## config.mk

```make
export PLATFORM = sky130hd
export DESIGN_NAME = mspace_decoder
export DESIGN_NICKNAME = d
export VERILOG_FILES = /design/src/rtl/mspace_pkg.sv /design/src/rtl/msd_win_match.sv /design/src/rtl/msd_chip_array.sv /design/src/rtl/mspace_decoder.sv
export SDC_FILE = /design/constraint.sdc
export NUM_CORES = 1
export LEC_CHECK = 0
export BUFFER_PORTS_ARGS = -buffer_cell sky130_fd_sc_hd__clkbuf_2
export CAP_MARGIN = 20
export CELL_PAD_IN_SITES_DETAIL_PLACEMENT = 1
export CELL_PAD_IN_SITES_GLOBAL_PLACEMENT = 2
export CORE_MARGIN = 8
export CORE_UTILIZATION = 25
export DETAILED_ROUTE_END_ITERATION = 6
export GPL_TIMING_DRIVEN = 0
export PLACE_DENSITY = 0.51
export SLEW_MARGIN = 5
export SYNTH_ARGS = -nofsm -noshare
export SYNTH_HDL_FRONTEND = slang
export SYNTH_HIERARCHICAL = 1
export SYNTH_SLANG_ARGS = --single-unit
```

## constraint.sdc

```tcl
create_clock -name clk -period 1.9 [get_ports clk]
set_input_delay 0.095 -clock clk [delete_from_list [all_inputs] [get_ports clk]]
set_output_delay 0.095 -clock clk [all_outputs]
set_load 0.01 [all_outputs]
```

## src/rtl/mspace_pkg.sv

```systemverilog
package mspace_pkg;
   localparam int unsigned FIELD_W    = 32;
   localparam int unsigned NUM_SPACES = 2;
   typedef logic [FIELD_W-1:0] field_t;
endpackage

```

## src/rtl/msd_win_match.sv

```systemverilog
module msd_win_match
   import mspace_pkg::*;
#(
   parameter int unsigned ADDR_W    = 16,
   parameter int unsigned NUM_WIN   = 2,
   parameter int unsigned NUM_CHIPS = 2,
   parameter int unsigned DEPTH     = 16,
   parameter int unsigned CHIP_W    = 1,
   parameter int unsigned IDX_W     = 4,
   parameter logic [NUM_WIN*FIELD_W-1:0] W_START  = '0,
   parameter logic [NUM_WIN*FIELD_W-1:0] W_SIZE   = '0,
   parameter logic [NUM_WIN*FIELD_W-1:0] W_CHIP   = '0,
   parameter logic [NUM_WIN*FIELD_W-1:0] W_OFFSET = '0,
   parameter field_t SP_START = '0,
   parameter field_t SP_SIZE  = '0
) (
   input  logic [ADDR_W-1:0] addr,
   output logic              hit,
   output logic [CHIP_W-1:0] chip,
   output logic [IDX_W-1:0]  idx
);
   // elaboration-time checks on the window table
   for (genvar w = 0; w < NUM_WIN; w++) begin : g_chk
      if (W_OFFSET[w*FIELD_W +: FIELD_W] + W_SIZE[w*FIELD_W +: FIELD_W] > DEPTH) begin : g_bad_range
         $error("window %0d runs past the end of its chip", w);
      end
      if (W_CHIP[w*FIELD_W +: FIELD_W] >= NUM_CHIPS) begin : g_bad_chip
         $error("window %0d targets a missing chip", w);
      end
   end

   field_t addr_ext;
   field_t rel;
   logic   in_space;

   always_comb begin
      addr_ext = '0;
      addr_ext[ADDR_W-1:0] = addr;
      in_space = (addr_ext >= SP_START) && ((addr_ext - SP_START) < SP_SIZE);
   end

   // scan from the top so the lowest matching window is written last
   always_comb begin
      hit  = 1'b0;
      chip = '0;
      idx  = '0;
      rel  = '0;
      if (in_space) begin
         for (int w = NUM_WIN - 1; w >= 0; w--) begin
            rel = addr_ext - W_START[w*FIELD_W +: FIELD_W];
            if (addr_ext >= W_START[w*FIELD_W +: FIELD_W] &&
                rel < W_SIZE[w*FIELD_W +: FIELD_W]) begin
               hit  = 1'b1;
               chip = CHIP_W'(W_CHIP[w*FIELD_W +: FIELD_W]);
               idx  = IDX_W'(rel + W_OFFSET[w*FIELD_W +: FIELD_W]);
            end
         end
      end
   end
endmodule

```

## src/rtl/msd_chip_array.sv

```systemverilog
module msd_chip_array #(
   parameter int unsigned DEPTH  = 16,
   parameter int unsigned DATA_W = 8,
   parameter int unsigned IDX_W  = 4
) (
   input  logic              clk,
   input  logic              we,
   input  logic [IDX_W-1:0]  widx,
   input  logic [DATA_W-1:0] wdata,
   input  logic [IDX_W-1:0]  ridx_a,
   output logic [DATA_W-1:0] rdata_a,
   input  logic [IDX_W-1:0]  ridx_b,
   output logic [DATA_W-1:0] rdata_b
);
   logic [DATA_W-1:0] cells [DEPTH];

   always_ff @(posedge clk) begin
      if (we) cells[widx] <= wdata;
   end

   assign rdata_a = cells[ridx_a];
   assign rdata_b = cells[ridx_b];
endmodule

```

## src/rtl/mspace_decoder.sv

```systemverilog
module mspace_decoder
   import mspace_pkg::*;
#(
   parameter int unsigned ADDR_W     = 16,
   parameter int unsigned DATA_W     = 8,
   parameter int unsigned NUM_CHIPS  = 2,
   parameter int unsigned CHIP_DEPTH = 16,
   parameter int unsigned NUM_WIN    = 2,
   parameter logic [DATA_W-1:0] PULL_VALUE = 8'hFF,
   // per space, NUM_WIN fields of FIELD_W bits; space 0 in the low half
   parameter logic [NUM_SPACES*NUM_WIN*FIELD_W-1:0] WIN_START  = {32'h2010, 32'h2000, 32'h1004, 32'h1000},
   parameter logic [NUM_SPACES*NUM_WIN*FIELD_W-1:0] WIN_SIZE   = {32'd8, 32'd4, 32'd8, 32'd8},
   parameter logic [NUM_SPACES*NUM_WIN*FIELD_W-1:0] WIN_CHIP   = {32'd1, 32'd0, 32'd1, 32'd0},
   parameter logic [NUM_SPACES*NUM_WIN*FIELD_W-1:0] WIN_OFFSET = {32'd8, 32'd4, 32'd0, 32'd0},
   parameter logic [NUM_SPACES*FIELD_W-1:0] SPACE_START = {32'h2000, 32'h1000},
   parameter logic [NUM_SPACES*FIELD_W-1:0] SPACE_SIZE  = {32'h100, 32'h00A}
) (
   input  logic              clk,
   input  logic              rst_n,
   input  logic [ADDR_W-1:0] s0_addr,
   input  logic              s0_rd,
   input  logic              s0_wr,
   input  logic [DATA_W-1:0] s0_wdata,
   output logic [DATA_W-1:0] s0_rdata,
   input  logic [ADDR_W-1:0] s1_addr,
   input  logic              s1_rd,
   input  logic              s1_wr,
   input  logic [DATA_W-1:0] s1_wdata,
   output logic [DATA_W-1:0] s1_rdata,
   output logic              s1_conflict
);
   localparam int unsigned CHIP_W = (NUM_CHIPS > 1) ? $clog2(NUM_CHIPS) : 1;
   localparam int unsigned IDX_W  = $clog2(CHIP_DEPTH);
   localparam int unsigned SPAN   = NUM_WIN * FIELD_W;

   if (ADDR_W > FIELD_W || ADDR_W == 0) begin : g_bad_addr
      $error("ADDR_W must lie in 1..%0d", FIELD_W);
   end
   if (CHIP_DEPTH < 2 || NUM_CHIPS == 0 || NUM_WIN == 0) begin : g_bad_shape
      $error("need CHIP_DEPTH >= 2 and at least one chip and one window");
   end

   logic [ADDR_W-1:0] sp_addr [NUM_SPACES];
   logic              sp_acc  [NUM_SPACES];
   logic              sp_hit  [NUM_SPACES];
   logic [CHIP_W-1:0] sp_chip [NUM_SPACES];
   logic [IDX_W-1:0]  sp_idx  [NUM_SPACES];

   assign sp_addr[0] = s0_addr;
   assign sp_addr[1] = s1_addr;
   assign sp_acc[0]  = s0_rd | s0_wr;
   assign sp_acc[1]  = s1_rd | s1_wr;

   for (genvar s = 0; s < NUM_SPACES; s++) begin : g_space
      msd_win_match #(
         .ADDR_W   (ADDR_W),
         .NUM_WIN  (NUM_WIN),
         .NUM_CHIPS(NUM_CHIPS),
         .DEPTH    (CHIP_DEPTH),
         .CHIP_W   (CHIP_W),
         .IDX_W    (IDX_W),
         .W_START  (WIN_START [s*SPAN +: SPAN]),
         .W_SIZE   (WIN_SIZE  [s*SPAN +: SPAN]),
         .W_CHIP   (WIN_CHIP  [s*SPAN +: SPAN]),
         .W_OFFSET (WIN_OFFSET[s*SPAN +: SPAN]),
         .SP_START (SPACE_START[s*FIELD_W +: FIELD_W]),
         .SP_SIZE  (SPACE_SIZE [s*FIELD_W +: FIELD_W])
      ) u_match (
         .addr (sp_addr[s]),
         .hit  (sp_hit[s]),
         .chip (sp_chip[s]),
         .idx  (sp_idx[s])
      );
   end

   logic [NUM_CHIPS-1:0] en0, en1, gnt1;
   logic [DATA_W-1:0]    rd_word0 [NUM_CHIPS];
   logic [DATA_W-1:0]    rd_word1 [NUM_CHIPS];

   for (genvar c = 0; c < NUM_CHIPS; c++) begin : g_chip
      logic              c_we;
      logic [IDX_W-1:0]  c_widx;
      logic [DATA_W-1:0] c_wdata;

      assign en0[c]  = sp_acc[0] & sp_hit[0] & (sp_chip[0] == CHIP_W'(c));
      assign en1[c]  = sp_acc[1] & sp_hit[1] & (sp_chip[1] == CHIP_W'(c));
      assign gnt1[c] = en1[c] & ~en0[c];

      // both spaces' write strobes merge into this chip's single control
      assign c_we    = (en0[c] & s0_wr) | (gnt1[c] & s1_wr);
      assign c_widx  = en0[c] ? sp_idx[0] : sp_idx[1];
      assign c_wdata = en0[c] ? s0_wdata  : s1_wdata;

      msd_chip_array #(
         .DEPTH  (CHIP_DEPTH),
         .DATA_W (DATA_W),
         .IDX_W  (IDX_W)
      ) u_array (
         .clk     (clk),
         .we      (c_we),
         .widx    (c_widx),
         .wdata   (c_wdata),
         .ridx_a  (sp_idx[0]),
         .rdata_a (rd_word0[c]),
         .ridx_b  (sp_idx[1]),
         .rdata_b (rd_word1[c])
      );
   end

   logic clash;
   assign clash = |(en0 & en1);

   always_ff @(posedge clk or negedge rst_n) begin
      if (!rst_n) begin
         s0_rdata    <= PULL_VALUE;
         s1_rdata    <= PULL_VALUE;
         s1_conflict <= 1'b0;
      end else begin
         s0_rdata    <= (s0_rd & sp_hit[0]) ? rd_word0[sp_chip[0]] : PULL_VALUE;
         s1_rdata    <= (s1_rd & sp_hit[1] & ~clash) ? rd_word1[sp_chip[1]] : PULL_VALUE;
         s1_conflict <= clash;
      end
   end
endmodule

```

[Word-level counts from Yosys, hierarchy flattened]
Memory sizes are Yosys's and may differ from the RTL's.
Index checks and enable logic that the tools add are counted.
Storage, ports and cells
  memories: 2
  flip-flop bits (word level): 17
  word-level logic and storage cells: 89
  memory bits (writable): 256
  output and inout bits: 17
Memory list
  g_chip[0].u_array.cells: words 16, bits a word 8, read ports 2, clocked after memory_dff 0, write ports 1, RTL line msd_chip_array.sv:15  | logic [DATA_W-1:0] cells [DEPTH];
  g_chip[1].u_array.cells: words 16, bits a word 8, read ports 2, clocked after memory_dff 0, write ports 1, RTL line msd_chip_array.sv:15
Operators by class
  magnitude comparators: 12
  add/sub/neg operators: 6
  reductions and logical operators: 7
  muxes and demuxes: 32
  bitwise gates (word level): 27
Operators by type and width (count)
  32-bit by 4-bit < comparator with 1-bit output (second input constant): 4
  8-bit 2-to-1 mux: 10
  16-bit by 13-bit subtractor with 17-bit output (second input constant): 2
  16-bit by 14-bit subtractor with 17-bit output (second input constant): 2
  16-bit by 13-bit greater-or-equal comparator with 1-bit output (second input constant): 2
  16-bit by 14-bit greater-or-equal comparator with 1-bit output (second input constant): 2
  32-bit by 3-bit < comparator with 1-bit output (second input constant): 1
  32-bit by 9-bit < comparator with 1-bit output (second input constant): 1
  4-bit 2-to-1 mux: 8
  1-bit bitwise AND: 15
  1-bit 2-to-1 mux: 14
  1-bit logical AND: 6
  1-bit NOT: 5
  4-bit by 3-bit adder with 4-bit output (second input constant): 1
  4-bit adder (second input constant): 1
  2-bit greater-or-equal comparator (second input constant): 2
  1-bit NOT with 2-bit output: 2
  1-bit OR: 4
  2-bit bitwise AND: 1
  2-bit OR reduction: 1

[Logic depth before layout (Yosys ltp)]
  depth after elaboration: 14
  depth in mapped cells: 13
  gate-level depth less buffers: 12

[Cells and area by module]
The synthesis kept the hierarchy.
By module, submodules not included
  msd_chip_array: area an instance 6025.8 µm², cells an instance 291, instances 2
  mspace_decoder: area an instance 1126.1 µm², cells an instance 105, instances 1
  msd_win_match (g_space[1].u_match): area an instance 279.0 µm², cells an instance 36, instances 1
  msd_win_match (g_space[0].u_match): area an instance 200.2 µm², cells an instance 26, instances 1

[Least setup slack after synthesis]
Ideal clock, no wire load.
  path kind: input to register
  from: input port s0_addr[2]
  to: memory g_chip[1].u_array.cells[0][0], enable pin
  required time: 1517 ps
  path slack: -1489 ps
  data arrival time: 3006 ps
  stages: 9
  cell sequence: ha_1 nor4_2 nand4_2 nor3_1 o211a_1 buf_6 mux2_2 or3b_2 nor3_1
RTL lines
  start: declaration: RTL line mspace_decoder.sv:20  | input logic [ADDR_W-1:0] s0_addr,
  end: declaration: RTL line msd_chip_array.sv:15

==> results.ini <==
[status]
status = complete, but fails checks
violations = negative setup slack

[power]
p_switching_mw = 2.719
seq_power_share_pct = 51.3
totalPowerFinal_mw = 12.83
p_leak_nw = 6.124
combinationalPowerShare_pct = 3.7
max-vdd-ir-drop_mv = 0.5279
pwr-share-clk_pct = 45.0
switching_share_pct = 21.20
internal_power_mw = 10.11
power_density_mw_per_mm2 = 672.0

[logic_synthesis]
syn_inst = 749
synth_area_leaders = edfxtp_1 56%, mux4_2 11%, mux4_1 11%
synth_cell_types = 55
synth_edf_count = 256
yosysSeqAreaShare_pct = 59.55
synth_nets = 810
synthFlopType = edfxtp_1
synth-seq-cells = 273
synth.top_cell.area_share_pct = 56.29
synth_warnings = 6
postSynthAreaPerCell_um2 = 18.23
syn-cell-area_mm2 = 0.01366
async_flop_share_pct = 6.227
synth_top_cell_by_area = edfxtp_1

[global_routing]
grt_max_degree = 18
overflow = 0
track_usage_pct = 15.29
grt_pass1_wl_um = 69210
grt_pass1_vias = 9297
antenna_found_initial = 3

[worst_setup_path]
cp.arrival_ns = 3.06
r2r_slack_ns = 0.05
critical_path.max_fanout = 5
critPathCaptureType = flop
cp_data_required_time_ns = 2.38
worstSetupStartpointType = input port
crit_type = in -> reg
r2r_cells = 5

[timing]
hold_viol = 0
slew_headroom_pct = 26.27
tns_ns = -115.66
fmax_mhz = 388.4
grt_setup_unrepaired = yes
holdWs_ns = 0.03308
skew_ns = 0.007383
worstMarginPinSlew_ns = 1.102
setup_slack_ns = -0.6747
finalSetupViolCount = 432
finalCriticalPeriod_ns = 2.575
drv_slew = 0
fin_crit_sh_pct = 135.5

[floorplanning]
die_area_mm2 = 0.06236
start_util_pct = 25.33
die_y_um = 249.7
num_io_pins = 71
dieWidth_um = 249.7
num_rows = 85
core_area_mm2 = 0.05392

[layout]
syn_to_final_growth_pct = 39.74
final_cell_mix = 256 x edfxtp_1, 110 x mux4_2, 68 x buf_12
final_common_cell = edfxtp_1
nets = 1067
drive_above_1_share_pct = 60.39
final_core_util_pct = 35.39
fin_area_mm2 = 0.01908
stdcell_count = 1727

[cts]
cts_sinks = 273
clk_pin_slew_ns = 0.06
cts_tree = built
root_buffer = clkbuf_16
clk_path_buf_depth = 3
htreeDepth = 1
cts_buffers = 30
worstSkewPairLatency_ns = 0.57

[detailed_routing]
ant_nets = 0
wirelength_um = 48360
drt-initial-drc-count = 565
avgRoutedWirePerCell_um = 28.00
route.detailed.drc = 0
via_per_inst = 4.911
vias = 8481
drt-pass1-iter-count = 5

[placement]
dpl-instance-area_mm2 = 0.01524
place.gp.congestion = 0.7718
dp_hpwl_um = 30940
place_ws_ns = -2.232
placedCellCount = 1516
numPortBuffers = 70

[run]
cap_violations = 0

[worst_hold_path]
min_path_cells = 3
hp-class = in -> reg

-- layer usage --
layer	vias to the layer above	share of wire (%)	track usage, %
li1	3698	-	-
met1	4536	44	20.16
met2	192	49	26.35
met3	51	4.6	2.577
met4	4	1.6	2.994
met5	-	0.048	0
-- worst max-delay path: stages --
cell and delay (ns):
clkbuf_16 0.14, ha_4 0.15, xor2_1 0.13, and4_4 0.26
nand3_4 0.09, a211oi_4 0.29, buf_12 0.17, buf_12 0.13
buf_12 0.13, buf_12 0.12, mux4_2 0.52, a22oi_2 0.29
nand2_2 0.13, nor4_2 0.28, a21oi_1 0.10
-- synthesized netlist by cell type, types with 7 or more instances --
cell type / count
a21oi_1: 15
a22oi_1: 64
buf_2: 13
buf_6: 15
clkdlybuf4s25_2: 12
dfstp_2: 16
edfxtp_1: 256
ha_1: 7
inv_1: 9
mux2_2: 23
mux2i_1: 8
mux4_1: 56
mux4_2: 68
nand2_1: 48
nand3_1: 7
nor2_1: 32
nor3_1: 19
nor4_1: 9
-- path summary, 6_finish.rpt --
kind	end	from
setup / recovery	s1_rdata[0]	s1_addr[13]
hold / removal	s1_conflict	s0_wr
setup reg to reg	s1_rdata[7]	g_chip[1].u_array/cells[3][7]
hold reg to reg	s0_rdata[7]	g_chip[1].u_array/cells[7][7]
max in group asynchronous	s1_conflict	rst_n
min in group asynchronous	s1_rdata[1]	rst_n
-- what timing repair did --
item                                    CTS  global route
endpoints found under the hold margin    18             0
gates cloned                             11             1
hold buffers                              5             0
pin swaps                                85            31
gates resized for setup                 233            45
endpoints found under the setup margin  464           468
buffers inserted                        115            23
-- power by group through the flow --
stage	clock network [mW]	registers, mW	logic, mW
detailed placement	0	6.70	0.350
floorplan	0	6.70	0.156
global route	6.14	6.57	0.512
finish	5.77	6.57	0.478
global placement	0	6.70	0.343
CTS	5.93	6.57	0.473
-- kinds of logic after synthesis --
group	synth area share (%)
multiplexers	25.31
AND/OR/NAND/NOR	6.157
XOR/XNOR	0.1924
AO/OA/AOI/OAI	4.810
buffers and inverters	3.307
other	0.02746
flip-flops	59.55
adder cells (fa/ha/maj)	0.6413
-- area by class of cell --
| class | instances | area (um^2) |
|---|---|---|
| Clock inverter | 20 | 170.2 |
| Timing Repair Buffer | 215 | 2260 |
| Clock buffer | 36 | 794.5 |
| Inverter | 11 | 82.58 |
| Fill cell | 5367 | 34840 |
| Sequential cell | 273 | 8133 |
| Tap cell | 696 | 870.8 |
| Buffer | 49 | 645.6 |
| Antenna cell | 1 | 2.502 |
| Multi-Input combinational cell | 426 | 6126 |
-- sequential cells by signal, summed over array words and instances (netlist names) --
signal                cells
g_chip.u_array/cells    256
s0_rdata                  8
s1_conflict               1
s1_rdata                  8
(Power assumes the default switching activity.)
